==> src/rtl/bcd_pkg.sv <==
// Package bcd_pkg
// Shared width, type and bit positions for the decade counter.
// Assumes the 8-4-2-1 weighting, with bit 0 as the units bit.
package bcd_pkg;
    localparam int BCD_W   = 4;
    localparam int BIT_Q1  = 0;
    localparam int BIT_Q2  = 1;
    localparam int BIT_Q4  = 2;
    localparam int BIT_Q8  = 3;

    typedef logic [BCD_W-1:0] bcd_t;

    localparam bcd_t BCD_ZERO = '0;
    localparam bcd_t BCD_LAST = bcd_t'(9);
endpackage

==> src/rtl/bcd_next_logic.sv <==
// Module bcd_next_logic
// Works out the next digit from the current one with per-bit toggle
// terms. There is no magnitude compare, so the illegal codes follow
// wherever these equations send them.
// Assumes: a purely combinational path; enable, load and reset are
// applied downstream.
module bcd_next_logic
    import bcd_pkg::*;
(
    input  bcd_t cur,
    output bcd_t nxt
);
    bcd_t tog;

    // Toggle term for each bit
    always_comb begin
        tog[BIT_Q1] = 1'b1;
        tog[BIT_Q2] = cur[BIT_Q1] & ~cur[BIT_Q8];
        tog[BIT_Q4] = cur[BIT_Q1] & cur[BIT_Q2];
        tog[BIT_Q8] = (cur[BIT_Q1] & cur[BIT_Q8])
                    | (cur[BIT_Q1] & cur[BIT_Q2] & cur[BIT_Q4]);
    end

    // Apply the toggles with one XOR per bit
    for (genvar b = 0; b < BCD_W; b++) begin : g_xor
        assign nxt[b] = cur[b] ^ tog[b];
    end
endmodule

==> src/rtl/bcd_state_reg.sv <==
// Module bcd_state_reg
// The four D flip-flops that hold the digit, all on one clock edge.
// Priority order: synchronous active-low reset, then preload, then
// the count step, otherwise hold.
// Assumes: every input is synchronous to clk.
module bcd_state_reg
    import bcd_pkg::*;
(
    input  logic clk,
    input  logic rst_n,
    input  logic load_en,
    input  bcd_t load_val,
    input  logic cnt_en,
    input  bcd_t step_val,
    output bcd_t q
);
    bcd_t d;

    // Pick the D input for each flip-flop
    always_comb begin
        if (!rst_n)       d = BCD_ZERO;
        else if (load_en) d = load_val;
        else if (cnt_en)  d = step_val;
        else              d = q;
    end

    // One flip-flop per bit, all on the shared rising edge
    for (genvar b = 0; b < BCD_W; b++) begin : g_ff
        always_ff @(posedge clk) begin
            q[b] <= d[b];
        end
    end
endmodule

==> src/rtl/bcd_carry_decode.sv <==
// Module bcd_carry_decode
// Terminal-count flag taken straight from the present state.
// Assumes: the carry needs no register; it is also high on the
// illegal codes whose Q1 and Q8 bits are both set.
module bcd_carry_decode
    import bcd_pkg::*;
(
    input  bcd_t cur,
    output logic carry
);
    // Carry is Q1 AND Q8
    always_comb carry = cur[BIT_Q1] & cur[BIT_Q8];
endmodule

==> src/rtl/bcd_decade_counter.sv <==
// Module bcd_decade_counter
// One synchronous BCD digit: the toggle-equation next-state logic,
// the state register and the carry decode.
// Assumes: a single clock domain; load_en is meant for test preloading.
module bcd_decade_counter
    import bcd_pkg::*;
(
    input  logic             clk,
    input  logic             rst_n,
    input  logic             cnt_en,
    input  logic             load_en,
    input  logic [BCD_W-1:0] load_val,
    output logic [BCD_W-1:0] digit,
    output logic             carry
);
    bcd_t state_q;
    bcd_t state_nxt;

    bcd_next_logic u_next (
        .cur (state_q),
        .nxt (state_nxt)
    );

    bcd_state_reg u_reg (
        .clk      (clk),
        .rst_n    (rst_n),
        .load_en  (load_en),
        .load_val (load_val),
        .cnt_en   (cnt_en),
        .step_val (state_nxt),
        .q        (state_q)
    );

    bcd_carry_decode u_carry (
        .cur   (state_q),
        .carry (carry)
    );

    // Present the state on the output port
    assign digit = state_q;
endmodule

==> config.mk <==
export PLATFORM = sky130hd
export DESIGN_NAME = bcd_decade_counter
export DESIGN_NICKNAME = d
export VERILOG_FILES = /design/src/rtl/bcd_pkg.sv /design/src/rtl/bcd_next_logic.sv /design/src/rtl/bcd_state_reg.sv /design/src/rtl/bcd_carry_decode.sv /design/src/rtl/bcd_decade_counter.sv
export SDC_FILE = /design/constraint.sdc
export NUM_CORES = 1
export LEC_CHECK = 0
export ABC_AREA = 1
export BUFFER_PORTS_ARGS = -buffer_cell sky130_fd_sc_hd__buf_4
export CORE_AREA = 2 2 39 41
export DETAILED_ROUTE_END_ITERATION = 6
export DIE_AREA = 0 0 41 43
export PLACE_DENSITY = 0.45
export SLEW_MARGIN = 20
export SYNTH_ARGS = -nofsm -noshare
export SYNTH_HDL_FRONTEND = slang
export SYNTH_SLANG_ARGS = --single-unit
==> constraint.sdc <==
create_clock -name clk -period 3.6 [get_ports clk]
set_clock_uncertainty 0.2 [all_clocks]
set_input_delay 0.18 -clock clk [delete_from_list [all_inputs] [get_ports clk]]
set_output_delay 0.18 -clock clk [all_outputs]
set_load 0.01 [all_outputs]
==> After elaboration in Yosys (flattened, before gate mapping) <==
Cells that the tools add are included.
{ "word_totals": {"in_bits": 8, "register_bits": 4, "out_inout_bits": 5, "wordCells": 17} }
{ "op_classes": {"n_mux": 2, "n_bitwise": 10, "reduce_logical": 1} }
{ "op_table": {"columns": ["operator", "count"], "rows": [
  ["two-way mux 4 bit", 2],
  ["bitwise AND 1 bit", 4],
  ["XOR 1 bit", 3],
  ["NOT 1 bit", 2],
  ["nonzero test 2 bit", 1],
  ["OR 1 bit", 1]
]} }

==> Longest topological paths before layout <==
{ "logic_depth": {"ltp_word": 6, "mapped_depth": 8, "ltp_nobuf": 8} }

==> Hierarchy <==
Synthesis repeated with hierarchy kept, for this count alone.
{ "unflattened": {"hier_cells": 46, "area_unflattened_um2": 261.5} }
{ "by_module_without_submodules": {"columns": ["mod", "area_each_um2", "cells_each", "instances", "seq_area_each_um2"], "rows": [
  ["bcd_state_reg", 190.2, 30, 1, 80.1],
  ["bcd_next_logic", 63.8, 14, 1, 0.0],
  ["bcd_carry_decode", 7.5, 2, 1, 0.0]
]} }

==> Worst setup path before layout <==
Ideal clock, no wire load.
{ "synth_timing": {"path_type": "register to register", "start": "reg u_reg.q[0]", "end": "reg u_reg.q[2]", "required_time_ns": 3.291, "stages_incl_launch_ff": 8, "path_buffers": 0, "period_less_slack_ns": 1.274, "setup_slack_ns": 2.326, "setup_ns": 0.109, "arrival_ns": 0.966, "cell_sequence": "dfxtp_1 -> nand2_1 -> inv_1 -> ha_1 -> nand2_2 -> nand3_1 -> nand2_1 -> inv_1"} }
{ "synth_between": {"elab_chain_len": 4} }
{ "synth_lines": {"columns": ["item", "line", "source"], "rows": [
  ["start, declared", "bcd_state_reg.sv:15", "output bcd_t q"],
  ["start signal, assigned by index", "bcd_state_reg.sv:30", "q[b] <= d[b];"],
  ["bitwise AND 1 bit", "bcd_next_logic.sv:19", "tog[BIT_Q4] = cur[BIT_Q1] & cur[BIT_Q2];"],
  ["XOR 1 bit", "bcd_next_logic.sv:26", "assign nxt[b] = cur[b] ^ tog[b];"],
  ["two-way mux 4 bit", "bcd_state_reg.sv:23", "else if (cnt_en) d = step_val;"],
  ["two-way mux 4 bit", "bcd_state_reg.sv:22", "else if (load_en) d = load_val;"]
]} }
No other way between the ends. The select of a mux whose other input is x is not followed.
A chain may end at the register's enable or synchronous reset.

==> Worst setup path in the final report <==
{ "layout_timing": {"start": "reg u_reg.q[0]", "end": "out carry"} }
{ "layout_between": {"elab_chain_len": 1} }
{ "layout_lines": {"columns": ["item", "line", "source"], "rows": [
  ["bitwise AND 1 bit", "bcd_carry_decode.sv:12", "always_comb carry = cur[BIT_Q1] & cur[BIT_Q8];"],
  ["end, declared", "bcd_decade_counter.sv:14", "output logic carry"]
]} }
No other way between the ends.

==> results.yml <==
setup_path:
  critPathKind: "register to output port"
  arrival_ns: 0.91
  crit_chain: "nand2_1, inv_1, buf_4"
  path_buf_inv: 2
  cp_data_required_time_ns: 3.22
  critPathTopFamily: "flip-flops"
  critical_path.max_fanout: 7
  startpoint_type: "register"
  max_stage_delay_ns: 0.41
  crit_slowest_cell: "dfxtp_1"
  end_kind: "output port"
logic_synthesis:
  syn_area_sq_um: 264
  synthTopCellsByArea: "dfxtp_1 30%, nand2_1 20%, inv_1 14%, a21oi_1 7.6%, nand3_1 5.7%"
  synth_cells: 46
  syn-num-nets: 55
  synth_top_area_cell: "dfxtp_1"
  yosysWarnings: 0
  syn_avg_cell_area_sq_um: 5.74
  yosysSeqAreaShare_pct: 30.3
  ys_ff_latch: 4
  synth.distinct_cells: 11
  netlist.area_leader.share_pct: 30.3
clock_tree:
  cts.sinks: 4
  clk_path_buf_depth: 2
  clk_transition_reported_paths_ns: 0.04
  cts_tree: "done"
  numCtsBuffers: 3
  clk_latency_ns: 0.23
  cts_root_buffer: "clkbuf_4"
  hold_buffers: 1
  post-cts-setup-buffers: 0
  cts-resized-gates: 0
  ctsHtreeMaxLevel: 1
global_route:
  grt_antenna_before_repair: 0
  overflow: 0
  grt_usage_pct: 8.73
  grt_max_degree: 8
  grt_pass1_wl_um: 986
  grt_pass1_vias: 266
pwr:
  switching_share_pct: 25.2
  power_switching_mw: 0.0335
  p_comb_share_pct: 20.6
  p_per_area_nw_per_um2: 327
  clock_power_share_pct: 40.8
  power_frac_seq_pct: 38.6
  finalPower_mw: 0.133
  power.internal_mw: 0.0995
  power.leakage_nw: 0.255
  max-vdd-ir-drop_uv: 117
timing:
  setup_tns_ns: 0
  hold_viol: 0
  period_share_pct: 35.8
  layout_setup_ws_ns: 2.31
  slew_violations: 0
  fmaxAchievable_mhz: 776
  rsz0062_at_grt: "false"
  setup_viol: 0
  worst_pin_slew_ns: 0.201
  relSlewSlack_pct: 86.6
  period_minus_slack_ns: 1.29
die:
  core_area_sq_um: 1380
  start_util_pct: 19.1
  die_height_um: 43
  ios: 13
  core.rowCount: 14
  die-area_sq_um: 1760
  die_w_um: 41
route:
  routed_wl_um: 587
  detail-route-antenna-nets: 0
  wl_per_cell_um: 7.53
  drt_iter0_drc: 2
  avgViaCountPerCell: 3.86
  drc: 0
  vias: 301
  dr.pass1.iters: 4
min_path:
  hold_path.class: "input pin to register"
placement:
  place_hpwl_um: 502
  port_buffers: 12
  gp_congestion: 0.615
  dp_cells: 74
  dp_slack_ns: 2.32
layout:
  fin_nets: 73
  drive_gt1_share_pct: 32.3
  final_common_cell: "nand2_1"
  regMostFlops: "u_reg.q"
  num_antenna_cells: 0
  largestRegisters: "u_reg.q: 4 flops"
  final_util_pct: 29.4
  largest_reg_flops: 4
  final_cells: 78
  mostFrequentLayoutCells: "14 x nand2_1, 12 x buf_4, 10 x inv_1"
  syn_to_final_growth_pct: 54.0
flow_run:
  drv_cap: 0
outcome:
  status: "finished clean"
==> routing by layer <==
layer	vias to the layer above	wire, um	track usage [%]
li1	167	-	-
met1	125	286	9.32
met2	9	266	12.5
met3	0	34	4.71
met4	0	0	6.00
met5	-	0	0
==> final timing paths <==
check,startpoint,endpoint,slack [ns],depth (start not counted)
hold reg to reg,u_reg.q[2]$_SDFFE_PN0P_,u_reg.q[2]$_SDFFE_PN0P_,0.39,4
setup reg to reg,u_reg.q[0]$_SDFFE_PN0P_,u_reg.q[3]$_SDFFE_PN0P_,2.31,7
hold / removal,load_val[0],u_reg.q[0]$_SDFFE_PN0P_,0.03,5
setup / recovery,u_reg.q[0]$_SDFFE_PN0P_,carry,2.31,3
==> power by group through the flow <==
stage	sequential [mW]	combinational [mW]	clock (mW)
finish	0.0513	0.0273	0.0543
global route	0.0520	0.0311	0.0591
CTS	0.0514	0.0278	0.0576
detailed placement	0.0521	0.0269	0
global placement	0.0521	0.0270	0
floorplan	0.0527	0.0117	0
==> cells in the mapped netlist <==
cell / n
dfxtp_1: 4
a21oi_1: 4
nor2_1: 4
nand2_2: 2
nor2_2: 1
ha_1: 1
nand3_1: 3
inv_2: 2
inv_1: 10
nand2_1: 14
o21ai_1: 1
==> final cells by class <==
type | count | area, sq um
well taps | 16 | 20.0
flip-flops and latches | 4 | 80.1
repair buffers | 13 | 100
clock buffers | 3 | 22.5
fillers | 163 | 977
multi-input cells | 30 | 139
inverters | 12 | 45.0
==> worst reg2reg max path, cell delays in order, from the launching register on <==
cell     delay [ns]
dfxtp_1        0.41
nand2_1        0.07
inv_1          0.06
ha_1           0.16
nor2_1         0.05
nor2_1         0.10
nand2_1        0.06
a21oi_1        0.11
==> metrics by stage <==
stage                     hold slack, ns  cell area [sq um]
after floorplan                   0.0776                264
after global placement             0.185                374
after detailed placement           0.193                374
after CTS                         0.0279                407
after global routing              0.0443                407
final                             0.0339                407
==> cell families after synthesis <==
kind of cell / synth area share, %
DFF: 30.3
and+or+nand+nor: 38.4
AOI/OAI and AO/OA: 9.48
buffers and inverters: 17.1
adders and majority gates: 4.74
(Power assumes the default switching activity.)
